File: config.mk
export PLATFORM = sky130hd
export DESIGN_NAME = ctrl_pipe_top
export DESIGN_NICKNAME = d
export VERILOG_FILES = /design/src/rtl/ctrl_pipe_pkg.sv /design/src/rtl/ctrl_word_decode.sv /design/src/rtl/ctrl_stage_reg.sv /design/src/rtl/ctrl_pipe_top.sv
export SDC_FILE = /design/constraint.sdc
export NUM_CORES = 1
export LEC_CHECK = 0
export ABC_AREA = 1
export ABC_CLOCK_PERIOD_IN_PS = 900
export BUFFER_PORTS_ARGS = -buffer_cell sky130_fd_sc_hd__buf_2
export CELL_PAD_IN_SITES_DETAIL_PLACEMENT = 0
export CELL_PAD_IN_SITES_GLOBAL_PLACEMENT = 1
export CORE_MARGIN = 4
export CORE_UTILIZATION = 32
export CTS_CLUSTER_DIAMETER = 80
export DETAILED_ROUTE_END_ITERATION = 12
export GPL_TIMING_DRIVEN = 0
export PLACE_DENSITY = 0.76
export REMOVE_ABC_BUFFERS = 1
export SLEW_MARGIN = 20
export SYNTH_ARGS = -nofsm -noshare
export SYNTH_HDL_FRONTEND = slang
export SYNTH_SLANG_ARGS = --single-unit
File: constraint.sdc
create_clock -name clk -period 0.9 [get_ports clk]
set_input_delay 0.045 -clock clk [delete_from_list [all_inputs] [get_ports clk]]
set_output_delay 0.045 -clock clk [all_outputs]
set_load 0.05 [all_outputs]
File: src/rtl/ctrl_pipe_pkg.sv
package ctrl_pipe_pkg;

  localparam int OPC_W = 6;

  typedef struct packed {
    logic       dst_sel_rd;
    logic [1:0] alu_mode;
    logic       opb_imm;
  } ex_grp_t;

  typedef struct packed {
    logic br_en;
    logic rd_en;
    logic wr_en;
  } mem_grp_t;

  typedef struct packed {
    logic rf_we;
    logic load_sel;
  } wb_grp_t;

  localparam int EX_W  = $bits(ex_grp_t);
  localparam int MEM_W = $bits(mem_grp_t);
  localparam int WB_W  = $bits(wb_grp_t);

  localparam logic [1:0] ALU_ADD  = 2'b00;
  localparam logic [1:0] ALU_SUB  = 2'b01;
  localparam logic [1:0] ALU_FUNC = 2'b10;

endpackage

File: src/rtl/ctrl_word_decode.sv
module ctrl_word_decode
  import ctrl_pipe_pkg::*;
#(
  parameter logic [OPC_W-1:0] OP_RTYPE = 6'b000000,
  parameter logic [OPC_W-1:0] OP_LOAD  = 6'b100011,
  parameter logic [OPC_W-1:0] OP_STORE = 6'b101011,
  parameter logic [OPC_W-1:0] OP_BEQ   = 6'b000100
) (
  input  logic [OPC_W-1:0] opcode,
  output ex_grp_t          ex_o,
  output mem_grp_t         mem_o,
  output wb_grp_t          wb_o
);

  always_comb begin
    ex_o  = '0;
    mem_o = '0;
    wb_o  = '0;
    unique case (opcode)
      OP_RTYPE: begin
        ex_o.dst_sel_rd = 1'b1;
        ex_o.alu_mode   = ALU_FUNC;
        wb_o.rf_we      = 1'b1;
      end
      OP_LOAD: begin
        ex_o.alu_mode   = ALU_ADD;
        ex_o.opb_imm    = 1'b1;
        mem_o.rd_en     = 1'b1;
        wb_o.rf_we      = 1'b1;
        wb_o.load_sel   = 1'b1;
      end
      OP_STORE: begin
        ex_o.alu_mode   = ALU_ADD;
        ex_o.opb_imm    = 1'b1;
        mem_o.wr_en     = 1'b1;
      end
      OP_BEQ: begin
        ex_o.alu_mode   = ALU_SUB;
        mem_o.br_en     = 1'b1;
      end
      default: ;
    endcase
  end

endmodule

File: src/rtl/ctrl_stage_reg.sv
module ctrl_stage_reg #(
  parameter int W = 4
) (
  input  logic         clk,
  input  logic         rst_n,
  input  logic         clr,
  input  logic [W-1:0] d,
  output logic [W-1:0] q
);

  always_ff @(posedge clk or negedge rst_n) begin
    if (!rst_n)   q <= '0;
    else if (clr) q <= '0;
    else          q <= d;
  end

endmodule

File: src/rtl/ctrl_pipe_top.sv
module ctrl_pipe_top
  import ctrl_pipe_pkg::*;
(
  input  logic             clk,
  input  logic             rst_n,
  input  logic [OPC_W-1:0] opcode,
  input  logic             bubble,
  output logic [EX_W-1:0]  idex_ex,
  output logic [MEM_W-1:0] idex_mem,
  output logic [WB_W-1:0]  idex_wb,
  output logic [MEM_W-1:0] exmem_mem,
  output logic [WB_W-1:0]  exmem_wb,
  output logic [WB_W-1:0]  memwb_wb
);

  localparam int IDEX_W  = EX_W + MEM_W + WB_W;
  localparam int EXMEM_W = MEM_W + WB_W;

  ex_grp_t  dec_ex;
  mem_grp_t dec_mem;
  wb_grp_t  dec_wb;

  logic [IDEX_W-1:0]  idex_q;
  logic [EXMEM_W-1:0] exmem_q;
  logic [WB_W-1:0]    memwb_q;

  ctrl_word_decode u_dec (
    .opcode (opcode),
    .ex_o   (dec_ex),
    .mem_o  (dec_mem),
    .wb_o   (dec_wb)
  );

  // decode/execute: bubble clears the word on its way in
  ctrl_stage_reg #(.W(IDEX_W)) u_idex (
    .clk   (clk),
    .rst_n (rst_n),
    .clr   (bubble),
    .d     ({dec_ex, dec_mem, dec_wb}),
    .q     (idex_q)
  );

  // execute/memory: execute group retired, rest carried
  ctrl_stage_reg #(.W(EXMEM_W)) u_exmem (
    .clk   (clk),
    .rst_n (rst_n),
    .clr   (1'b0),
    .d     (idex_q[EXMEM_W-1:0]),
    .q     (exmem_q)
  );

  // memory/write-back: only the write-back group survives
  ctrl_stage_reg #(.W(WB_W)) u_memwb (
    .clk   (clk),
    .rst_n (rst_n),
    .clr   (1'b0),
    .d     (exmem_q[WB_W-1:0]),
    .q     (memwb_q)
  );

  assign idex_ex   = idex_q[IDEX_W-1 -: EX_W];
  assign idex_mem  = idex_q[EXMEM_W-1 -: MEM_W];
  assign idex_wb   = idex_q[WB_W-1:0];
  assign exmem_mem = exmem_q[EXMEM_W-1 -: MEM_W];
  assign exmem_wb  = exmem_q[WB_W-1:0];
  assign memwb_wb  = memwb_q;

  a_r7_bubble_zero: assert property (@(posedge clk) disable iff (!rst_n)
    bubble |=> (idex_ex == '0 && idex_mem == '0 && idex_wb == '0));

  a_r8_mem_advance: assert property (@(posedge clk) disable iff (!rst_n)
    rst_n |=> (exmem_mem == $past(idex_mem) && exmem_wb == $past(idex_wb)));

  a_r8_wb_advance: assert property (@(posedge clk) disable iff (!rst_n)
    rst_n |=> (memwb_wb == $past(exmem_wb)));

  a_r10_one_mem_op: assert property (@(posedge clk) disable iff (!rst_n)
    $onehot0(idex_mem) && $onehot0(exmem_mem));

  a_r1_reset_clear: assert property (@(posedge clk)
    !rst_n |-> (idex_q == '0 && exmem_q == '0 && memwb_q == '0));

endmodule

==> impl_metrics.env <==
export IMPL_status="complete, no violations"
export IMPL_p_int_uw=791.9
export IMPL_cp_num_buf_inv=1
export IMPL_grt_max_degree=14
export IMPL_ys_types=12
export IMPL_drive_above_1_share_pct=51.47
export IMPL_rsz0062_at_grt="true"
export IMPL_cp_arrival_ns=0.84
export IMPL_instances_no_fill=83
export IMPL_area_growth_pct=47.34
export IMPL_pwr_share_seq_pct=58.7
export IMPL_clk_latency_ns=0.26
export IMPL_clock_sinks=13
export IMPL_seq_area_frac_synth_pct=69.15
export IMPL_clk_path_buf_depth=2
export IMPL_crit_slowest_cell="dfrtp_1"
export IMPL_endpoint_kind="output port"
export IMPL_rows=13
export IMPL_vdd_drop_max_uv=520.5
export IMPL_wl_per_cell_um=8.880
export IMPL_synth_top_cells_by_area="dfrtp_1 (69%), nand2_1 (5.6%), buf_4 (4.8%), inv_1 (4.8%), nor2_2 (4.0%)"
export IMPL_root_buffer="clkbuf_4"
export IMPL_n_antenna_cell=0
export IMPL_grt_pass1_vias=323
export IMPL_drt_iter0_drc=0
export IMPL_n_fill_cell=120
export IMPL_multiInputGateArea_um2=86.33
export IMPL_synth_cells=42
export IMPL_die_area_um2=2147
export IMPL_synth_seq_cells=13
export IMPL_p_sw_uw=213.4
export IMPL_post_dp_hpwl_um=614.2
export IMPL_synth_edff_count=0
export IMPL_slowest_delay_ns=0.41
export IMPL_fin_skew_ns=0.003580
export IMPL_postRouteAntennaNets=0
export IMPL_wl_um=737
export IMPL_floorplan_die_width_um=46.34
export IMPL_drc_errors=0
export IMPL_crit_family="flip-flops"
export IMPL_finalHoldViolCount=0
export IMPL_synth_area_um2=470.5
export IMPL_path_class="register to output port"
export IMPL_p_leak_uw=0.0004098
export IMPL_crit_fanout=3
export IMPL_switching_share_pct=21.23
export IMPL_ioPinCount=25
export IMPL_port_buffers=24
export IMPL_critPathLaunchType="register"
export IMPL_place_gp_congestion=0.5964
export IMPL_antenna_found_initial=0
export IMPL_initial_core_util_pct=34.85
export IMPL_final_setup_viol_count=0
export IMPL_nets=78
export IMPL_grt_usage_pct=8.755
export IMPL_synthTopCellsByCount="dfrtp_1 (13), nand2_1 (7), inv_1 (6)"
export IMPL_fp_coreArea_um2=1350
export IMPL_synth_ff_type="dfrtp_1"
export IMPL_critPathRequiredTime_ns=0.85
export IMPL_p_total_uw=1005
export IMPL_drtPass1Iterations=1
export IMPL_setup_tns_ns=0
export IMPL_detail_route_vias_per_cell=4.060
export IMPL_worst_slew_pin_slew_ns=0.2780
export IMPL_period_needed_ns=0.8817
export IMPL_yosys_cell_count_top_type="dfrtp_1"
export IMPL_synth_largest_area_cell="dfrtp_1"
export IMPL_final_seq_area_um2=325.3
export IMPL_finalMaxSlewViolations=0
export IMPL_maxCapViolCount=0
export IMPL_slew_headroom_pct=81.46
export IMPL_worstHoldPathType="input port to register"
export IMPL_ys_warnings_count=0
export IMPL_clk_pin_slew_ns=0.07
export IMPL_num_vias=337
export IMPL_post_cts_buffers=0
export IMPL_dp_cells=78
export IMPL_stdcell_area_um2=693.2
export IMPL_synth_top_area_share_pct=69.15
export IMPL_fmax_mhz=1134
export IMPL_placed_area_um2=586.8
export IMPL_powerDensity_nw_per_um2=1450
export IMPL_grt_pass1_wl_mm=1.304
export IMPL_clkPwrFrac_pct=32.4
export IMPL_final_core_util_pct=51.34
export IMPL_cts_buffers_inserted=3
export IMPL_syn_avg_cell_area_um2=11.20
export IMPL_cts_tree="built"
export IMPL_p_comb_share_pct=8.9
export IMPL_period_share_pct=97.97
export IMPL_grt_overflow=0
export IMPL_dieHeight_um=46.34
export IMPL_async_flop_share_pct=100.0
export IMPL_h_tree_depth=1
export IMPL_crit_chain="buf_6"
## flip-flops by register name, indices dropped and copies added, names as in the netlist
signal and count:
u_memwb.q 2, u_exmem.q 4, u_idex.q 7
## cells by family (layout without fill, tap and decap cells)
group,Yosys count,count (layout),share of synthesized area (%)
DFF,13,13,69.15
buffers and inverters,12,38,12.50
and+or+nand+nor,17,17,18.35
## cell type report
| type | count | share of cell area, % |
|---|---|---|
| Multi-Input combinational cell | 17 | 12.45 |
| Sequential cell | 13 | 46.93 |
| Inverter | 9 | 5.235 |
| Timing Repair Buffer | 25 | 28.88 |
| Clock buffer | 4 | 3.791 |
| Tap cell | 15 | 2.708 |
## what timing repair did
action	CTS	global route
endpoints found under the hold margin	13	0
pin swaps	0	0
endpoints found under the setup margin	10	16
hold buffers	1	0
resized for setup	8	24
## cell usage in the layout (no fill, tap or decap), drive strengths merged
master,count
buf,24
inv,9
dfrtp,13
nor3,1
dlygate4sd3,1
nand2,8
nand3,1
clkbuf,4
and2,2
nor2,5
## through the flow
step                      setup WS (ns)  hold slack, ns
after floorplan                 -0.1961         -0.2506
after global placement           0.2578        -0.06655
after CTS                      -0.01446         0.04885
after global routing           -0.03089         0.06675
after detailed placement         0.2453        -0.06018
final                           0.01831         0.05646
## power groups by stage
stage	Combinational [µW]	Clock, µW	Sequential, µW
3_3_place_gp	81.8	0	601
3_5_place_dp	83.7	0	601
4_1_cts	88.6	347	589
2_1_floorplan	24.3	0	619
5_1_grt	101	381	590
6_report	89.8	325	590
## routing by layer
metal,GRT usage [%],vias to the layer above,routed length (µm)
met5,0,-,0
met4,5.114,0,0
met1,9.662,152,275
met3,3.516,0,84
li1,-,168,-
met2,14.01,17,377
## worst paths after layout
path / slack, ns / startpoint / cells past startpoint / to
worst min register to register: 0.39 / u_idex.q[2]$_DFF_PN0_ / 0 / u_exmem.q[2]$_DFF_PN0_
worst max register to register: 0.36 / u_exmem.q[0]$_DFF_PN0_ / 0 / u_memwb.q[0]$_DFF_PN0_
worst max-delay path: 0.02 / u_exmem.q[0]$_DFF_PN0_ / 1 / exmem_mem[1]
min in group asynchronous: 0.19 / rst_n / 2 / u_idex.q[1]$_DFF_PN0_
worst min-delay path: 0.06 / opcode[2] / 4 / u_idex.q[2]$_DFF_PN0_
max in group asynchronous: 0.49 / rst_n / 2 / u_exmem.q[4]$_DFF_PN0_
No activity file was read; power rests on OpenSTA's default activity.
